## config.mk

```make
export PLATFORM = sky130hd
export DESIGN_NAME = uart_mm
export DESIGN_NICKNAME = d
export VERILOG_FILES = /design/src/rtl/uart_mm_pkg.sv /design/src/rtl/uart_mm_tx.sv /design/src/rtl/uart_mm_rx.sv /design/src/rtl/uart_mm.sv
export SDC_FILE = /design/constraint.sdc
export NUM_CORES = 1
export LEC_CHECK = 0
export ABC_AREA = 1
export BUFFER_PORTS_ARGS = -buffer_cell sky130_fd_sc_hd__buf_2
export CORE_UTILIZATION = 45
export DETAILED_ROUTE_END_ITERATION = 7
export PLACE_DENSITY = 0.69
export SYNTH_ARGS = -nofsm -noshare
export SYNTH_HDL_FRONTEND = slang
export SYNTH_HIERARCHICAL = 1
export SYNTH_SLANG_ARGS = --single-unit
```

## constraint.sdc

```tcl
create_clock -name clk -period 5 [get_ports clk]
set_input_delay 1.25 -clock clk [delete_from_list [all_inputs] [get_ports clk]]
set_output_delay 1.25 -clock clk [all_outputs]
set_load 0.05 [all_outputs]
```

## src/rtl/uart_mm_pkg.sv

```systemverilog
package uart_mm_pkg;

    localparam int WORD_W  = 32;
    localparam int BYTE_W  = 8;
    localparam int CNT_W   = 32;
    localparam logic [WORD_W-1:0] DIV_AT_RESET = 32'd1;
    localparam logic [WORD_W-1:0] EMPTY_WORD   = {WORD_W{1'b1}};
    localparam logic [CNT_W-1:0]  DIV_FLOOR    = 32'd2;

    typedef enum logic [1:0] {
        SEL_DIV  = 2'd0,
        SEL_DATA = 2'd1,
        SEL_EN   = 2'd2,
        SEL_NONE = 2'd3
    } reg_sel_e;

    typedef enum logic [1:0] {
        RXS_IDLE,
        RXS_START,
        RXS_BITS,
        RXS_STOP
    } rx_state_e;

    typedef struct packed {
        logic              full;
        logic [BYTE_W-1:0] data;
    } rx_buf_t;

    function automatic logic [CNT_W-1:0] bit_time(input logic [CNT_W-1:0] raw);
        return (raw < DIV_FLOOR) ? DIV_FLOOR : raw;
    endfunction

endpackage

```

## src/rtl/uart_mm_tx.sv

```systemverilog
module uart_mm_tx
    import uart_mm_pkg::*;
#(
    parameter int DATA_W = BYTE_W,
    parameter int DIV_W  = CNT_W
) (
    input  logic              clk,
    input  logic              rst,
    input  logic              en,
    input  logic [DIV_W-1:0]  bit_len,
    input  logic              load,
    input  logic [DATA_W-1:0] load_data,
    output logic              busy,
    output logic              tx_o
);
    localparam int FRAME_W = DATA_W + 2;
    localparam int IDX_W   = $clog2(FRAME_W);
    localparam logic [IDX_W-1:0] LAST_IDX = IDX_W'(FRAME_W - 1);

    logic [FRAME_W-1:0] shift_q;
    logic [IDX_W-1:0]   idx_q;
    logic [DIV_W-1:0]   cnt_q;
    logic               busy_q;
    logic               bit_end;

    assign bit_end = (cnt_q >= bit_len - 1'b1);

    always_ff @(posedge clk) begin
        if (rst || !en) begin
            shift_q <= '1;
            idx_q   <= '0;
            cnt_q   <= '0;
            busy_q  <= 1'b0;
        end else if (load && !busy_q) begin
            shift_q <= {1'b1, load_data, 1'b0};
            idx_q   <= '0;
            cnt_q   <= '0;
            busy_q  <= 1'b1;
        end else if (busy_q) begin
            if (bit_end) begin
                cnt_q   <= '0;
                shift_q <= {1'b1, shift_q[FRAME_W-1:1]};
                if (idx_q == LAST_IDX) busy_q <= 1'b0;
                else                   idx_q  <= idx_q + 1'b1;
            end else begin
                cnt_q <= cnt_q + 1'b1;
            end
        end
    end

    assign busy = busy_q;
    assign tx_o = busy_q ? shift_q[0] : 1'b1;

    AST_START_BIT_LOW: assert property (@(posedge clk) disable iff (rst)
        $rose(busy_q) |-> !tx_o);

endmodule

```

## src/rtl/uart_mm_rx.sv

```systemverilog
module uart_mm_rx
    import uart_mm_pkg::*;
#(
    parameter int DATA_W      = BYTE_W,
    parameter int DIV_W       = CNT_W,
    parameter int SYNC_STAGES = 2
) (
    input  logic              clk,
    input  logic              rst,
    input  logic              en,
    input  logic [DIV_W-1:0]  bit_len,
    input  logic              rx_i,
    output logic              done,
    output logic [DATA_W-1:0] data
);
    localparam int IDX_W = $clog2(DATA_W);
    localparam logic [IDX_W-1:0] LAST_IDX = IDX_W'(DATA_W - 1);

    logic [SYNC_STAGES:0] sync_q;
    logic                 line;
    logic                 line_prev;
    rx_state_e            state_q;
    logic [DIV_W-1:0]     cnt_q;
    logic [IDX_W-1:0]     idx_q;
    logic [DATA_W-1:0]    shift_q;
    logic                 done_q;
    logic [DIV_W-1:0]     half_len;

    generate
        for (genvar s = 0; s <= SYNC_STAGES; s++) begin : g_sync
            always_ff @(posedge clk) begin
                if (rst) sync_q[s] <= 1'b1;
                else     sync_q[s] <= (s == 0) ? rx_i : sync_q[(s == 0) ? 0 : s-1];
            end
        end
    endgenerate

    assign line      = sync_q[SYNC_STAGES-1];
    assign line_prev = sync_q[SYNC_STAGES];
    assign half_len  = bit_len >> 1;

    always_ff @(posedge clk) begin
        if (rst || !en) begin
            state_q <= RXS_IDLE;
            cnt_q   <= '0;
            idx_q   <= '0;
            shift_q <= '0;
            done_q  <= 1'b0;
        end else begin
            done_q <= 1'b0;
            unique case (state_q)
                RXS_IDLE: begin
                    cnt_q <= '0;
                    if (line_prev && !line) state_q <= RXS_START;
                end
                RXS_START: begin
                    if (cnt_q >= half_len - 1'b1) begin
                        cnt_q   <= '0;
                        idx_q   <= '0;
                        state_q <= line ? RXS_IDLE : RXS_BITS;
                    end else begin
                        cnt_q <= cnt_q + 1'b1;
                    end
                end
                RXS_BITS: begin
                    if (cnt_q >= bit_len - 1'b1) begin
                        cnt_q   <= '0;
                        shift_q <= {line, shift_q[DATA_W-1:1]};
                        if (idx_q == LAST_IDX) state_q <= RXS_STOP;
                        else                   idx_q   <= idx_q + 1'b1;
                    end else begin
                        cnt_q <= cnt_q + 1'b1;
                    end
                end
                RXS_STOP: begin
                    if (cnt_q >= bit_len - 1'b1) begin
                        cnt_q   <= '0;
                        done_q  <= line;
                        state_q <= RXS_IDLE;
                    end else begin
                        cnt_q <= cnt_q + 1'b1;
                    end
                end
                default: state_q <= RXS_IDLE;
            endcase
        end
    end

    assign done = done_q;
    assign data = shift_q;

    AST_ONE_BYTE_PER_FRAME: assert property (@(posedge clk) disable iff (rst)
        done_q |=> !done_q);

endmodule

```

## src/rtl/uart_mm.sv

```systemverilog
module uart_mm
    import uart_mm_pkg::*;
#(
    parameter int ADDR_W = 8
) (
    input  logic              clk,
    input  logic              rst,
    input  logic              bus_valid,
    input  logic              bus_we,
    input  logic [ADDR_W-1:0] bus_addr,
    input  logic [31:0]       bus_wdata,
    output logic [31:0]       bus_rdata,
    output logic              bus_ready,
    input  logic              rx_i,
    output logic              tx_o
);
    logic [WORD_W-1:0] div_q;
    logic [BYTE_W-1:0] en_q;
    rx_buf_t           rxbuf_q;
    reg_sel_e          sel;
    logic              enabled;
    logic [CNT_W-1:0]  bit_len;
    logic              tx_busy;
    logic              tx_load;
    logic              rx_done;
    logic [BYTE_W-1:0] rx_data;
    logic              wr_acc;
    logic              rd_data_acc;

    assign sel      = reg_sel_e'(bus_addr[3:2]);
    assign enabled  = |en_q;
    assign bit_len  = bit_time(div_q);

    always_comb begin
        bus_ready = 1'b1;
        if (bus_we && sel == SEL_DATA) bus_ready = !tx_busy;
    end

    assign wr_acc      = bus_valid && bus_we && bus_ready;
    assign rd_data_acc = bus_valid && !bus_we && sel == SEL_DATA;
    assign tx_load     = wr_acc && sel == SEL_DATA && enabled;

    always_comb begin
        unique case (sel)
            SEL_DIV:  bus_rdata = div_q;
            SEL_DATA: bus_rdata = rxbuf_q.full ? {{(WORD_W-BYTE_W){1'b0}}, rxbuf_q.data}
                                               : EMPTY_WORD;
            SEL_EN:   bus_rdata = {{(WORD_W-BYTE_W){1'b0}}, en_q};
            default:  bus_rdata = '0;
        endcase
    end

    always_ff @(posedge clk) begin
        if (rst) begin
            div_q <= DIV_AT_RESET;
            en_q  <= '0;
        end else if (wr_acc) begin
            if (sel == SEL_DIV) div_q <= bus_wdata;
            if (sel == SEL_EN)  en_q  <= bus_wdata[BYTE_W-1:0];
        end
    end

    always_ff @(posedge clk) begin
        if (rst) begin
            rxbuf_q <= '0;
        end else if (rx_done) begin
            rxbuf_q.full <= 1'b1;
            rxbuf_q.data <= rx_data;
        end else if (rd_data_acc) begin
            rxbuf_q.full <= 1'b0;
        end
    end

    uart_mm_tx #(.DATA_W(BYTE_W), .DIV_W(CNT_W)) u_tx (
        .clk       (clk),
        .rst       (rst),
        .en        (enabled),
        .bit_len   (bit_len),
        .load      (tx_load),
        .load_data (bus_wdata[BYTE_W-1:0]),
        .busy      (tx_busy),
        .tx_o      (tx_o)
    );

    uart_mm_rx #(.DATA_W(BYTE_W), .DIV_W(CNT_W), .SYNC_STAGES(2)) u_rx (
        .clk     (clk),
        .rst     (rst),
        .en      (enabled),
        .bit_len (bit_len),
        .rx_i    (rx_i),
        .done    (rx_done),
        .data    (rx_data)
    );

    AST_WRITE_STARTS_FRAME: assert property (@(posedge clk) disable iff (rst)
        tx_load |=> (tx_busy && !tx_o));

    AST_STALL_HOLDS_DATA: assert property (@(posedge clk) disable iff (rst)
        (bus_valid && bus_we && sel == SEL_DATA && !bus_ready) |=> $past(tx_busy));

    AST_READ_EMPTIES: assert property (@(posedge clk) disable iff (rst)
        (rd_data_acc && !rx_done) |=> !rxbuf_q.full);

    AST_OFF_LINE_HIGH: assert property (@(posedge clk) disable iff (rst)
        !enabled |=> tx_o);

    AST_REG_ONE_CYCLE: assert property (@(posedge clk) disable iff (rst)
        (bus_valid && sel != SEL_DATA) |-> bus_ready);

endmodule

```

==> out/qor.yml <==
crit_path_frequent_cell: "nand2_1"
p_sw_share_pct: 36.5
dieWidth_um: 162
setup_tns_ns: 0
finalClockSkew_ns: 0.0139
design_area_mm2: 0.0129
clk_latency_ns: 0.43
fin_crit_sh_pct: 89.6
wl_per_cell_um: 14.7
die-area_mm2: 0.0262
worst_path_largest_cell_delay_ns: 0.56
yosysTopAreaCell: "dfxtp_1"
grt_max_degree: 49
io_pins: 79
wl_mm: 31.8
htree_levels: 4
clockRootBuffer: "clkbuf_16"
async_flop_share_pct: 0
antenna_left: 0
fmax_ghz: 0.223
cts_tree: "yes"
syn_area_mm2: 0.0115
worstMarginPinSlew_ns: 1.18
ys_seq_area_share_pct: 25.0
port_buffers: 72
crit_chain: "nor2_1 -> nand2_1 -> nor2_1 -> nand2_1 -> o21ai_1 -> inv_1 -> ha_1 -> inv_1 -> nor2_4 -> inv_2 -> a311oi_1 -> nand4_1 -> xor2_1 -> ha_1 -> a21oi_1 -> o21ai_0 -> nand2_1 -> nand2_1 -> a21oi_1 -> nand3_1 -> nand2_1 -> nand2_1 -> buf_12 -> nor3b_1"
yosys-top-cells-area: "dfxtp_1 25%, nor2_1 13%, ha_1 12%"
yosysUniqueCellTypes: 50
p_sw_uw: 1270
place_congestion: 0.929
worstSetupPathType: "reg -> reg"
slew_headroom_pct: 21.3
holdCritPathClass: "reg -> reg"
first_pass_iters: 5
grt_pass1_wl_mm: 51.4
synth_cells: 1763
setup_viol: 0
syn_area_per_cell_um2: 6.53
synthFlopType: "dfxtp_1"
crit_slowest_cell: "a311oi_1"
yosys-top-cells-count: "385 x nor2_1, 349 x nand2_1, 189 x inv_1"
p_per_area_mw_per_mm2: 270
cp-end-kind: "flop"
final_max_slew_viol_count: 0
worstPathMaxFanout: 31
power.share.sequential_pct: 33.5
vias_per_cell: 5.17
post-route-util_pct: 51.3
status: "complete, no violations"
die_y_um: 162
ys_seq_elements: 144
final_nets: 1981
syn_to_final_growth_pct: 12.0
start_kind: "flop"
p_comb_share_pct: 29.9
p_total_uw: 3480
synth_most_common_cell: "nor2_1"
yosys_warnings: 6
post_dp_cell_area_mm2: 0.0123
dr.first_iter.drc_count: 660
hold_viol_final: 0
num_rows: 58
grt_antenna_before_repair: 0
rsz0062_at_grt: "false"
cp.arrival_ns: 4.83
grt_usage_pct: 24.6
path_clk_slew_ns: 0.07
required_ns: 5.35
vias: 11200
synthesis.nets: 1914
grt_overflow: 0
drc: 0
cts.sink_count: 144
intPower_uw: 2210
synth_edf_count: 0
coreArea_mm2: 0.0251
start_util_pct: 45.8
leakagePower_uw: 0.00601
ir_drop_mv: 0.230
drive_gt1_share_pct: 11.8
grt_pass1_vias: 10400
cts_made_buffers: 17
n_antenna_cell: 0
synth_top_area_share_pct: 25.0
clockBufferDepth: 2
hold_buffers: 0
period_needed_ns: 4.48
max-cap-violations: 0
dp_hpwl_mm: 24.8
pwr-share-clk_pct: 36.6
## final cells by class
class                      count  area [um2]
clock buffer                  17         425
clock inverter                14         145
fill                        2519       12200
inverter                     207         777
multi-input combinational   1350        7570
sequential                   144        2880
tap                          330         413
timing repair buffer         110         671
## registers in the layout (all words and copies together) (netlist names), named ones only
signal	flops
div_q	32
en_q	8
rxbuf_q	9
u_rx/cnt_q	32
u_rx/data	8
u_rx/done	1
u_rx/idx_q	3
u_rx/line	1
u_rx/line_prev	1
u_rx/state_q	1
u_rx/sync_q	1
u_tx/busy	1
u_tx/cnt_q	32
u_tx/idx_q	4
u_tx/shift_q	9
## cell families (layout without fill, tap and decap cells)
kind of cell	after synthesis	count (layout)	synth area share (%)
AND/OR/NAND/NOR	948	948	36.6
buffers and inverters	269	348	9.16
AO/OA/AOI/OAI	171	171	8.12
flip-flops	144	144	25.0
XOR/XNOR	125	125	9.51
adder cells (fa/ha/maj)	106	106	11.5
## cells in the final DEF, fill, tap and decap left out, types with 3 or more instances in the layout
master and instances:
or2_2 6, clkinv_4 3, nor4_1 8, inv_6 5, nand2_1 349, nor2_2 11
nor2_1 385, nor3_2 4, dfxtp_1 144, o21ai_1 14, nor3_1 19, o211ai_1 7
o22ai_1 3, inv_2 15, nand4_1 37, nor2_4 14, xnor2_1 48, nand2_2 9
xor2_1 77, nand3b_1 5, nand3_1 81, ha_1 106, buf_2 72, o21ai_0 63
clkbuf_16 17, clkinvlp_4 3, inv_1 189, o21a_1 4, a21oi_1 66, buf_4 36
clkinv_1 3, a21o_1 4, nand4_4 3
## power by group through the flow
stage          combinational [uW]  sequential (uW)  clock [uW]
3_5_place_dp                 1030             1190           0
5_1_grt                      1170             1170        1330
6_report                     1040             1170        1270
3_3_place_gp                 1010             1190           0
4_1_cts                      1030             1170        1300
2_1_floorplan                 772             1190           0
## metal layers
metal / track usage [%] / part of all wire, %
met4: 8.62 / 2.3
met5: 0 / 0
met2: 41.8 / 47
met1: 31.9 / 45
met3: 2.91 / 5.2
## what timing repair did
item	CTS	global route
setup buffers	0	0
endpoints found under the hold margin	0	0
gates resized for setup	0	1
setup endpoints to repair	0	40
## worst max-delay path: cells and delay by family, from the launching register on
family                   cells  cell delay [ns]
flip-flops                   1             0.53
buffers and inverters        4             0.53
AND/OR/NAND/NOR             12             1.46
AO/OA/AOI/OAI                5             1.12
adder cells (fa/ha/maj)      2             0.48
XOR/XNOR                     1             0.25
## worst paths after layout
path         slack [ns]            from  cells past startpoint        endpoint
min                0.42  u_rx/sync_q[0]                      1       u_rx/line
min reg2reg        0.42  u_rx/sync_q[0]                      1       u_rx/line
max                0.52       div_q[31]                     24  u_rx/cnt_q[14]
max reg2reg        0.52       div_q[31]                     24  u_rx/cnt_q[14]
## stage by stage
step                worst slack (ns)  hold WS, ns  std cells
floorplan                       1.32        0.389       1763
global placement               0.482        0.404       2141
detailed placement             0.411        0.407       2141
CTS                            0.414        0.421       2172
global route                  0.0294        0.443       2172
finish                         0.521        0.421       2172
(Power assumes the default switching activity.)
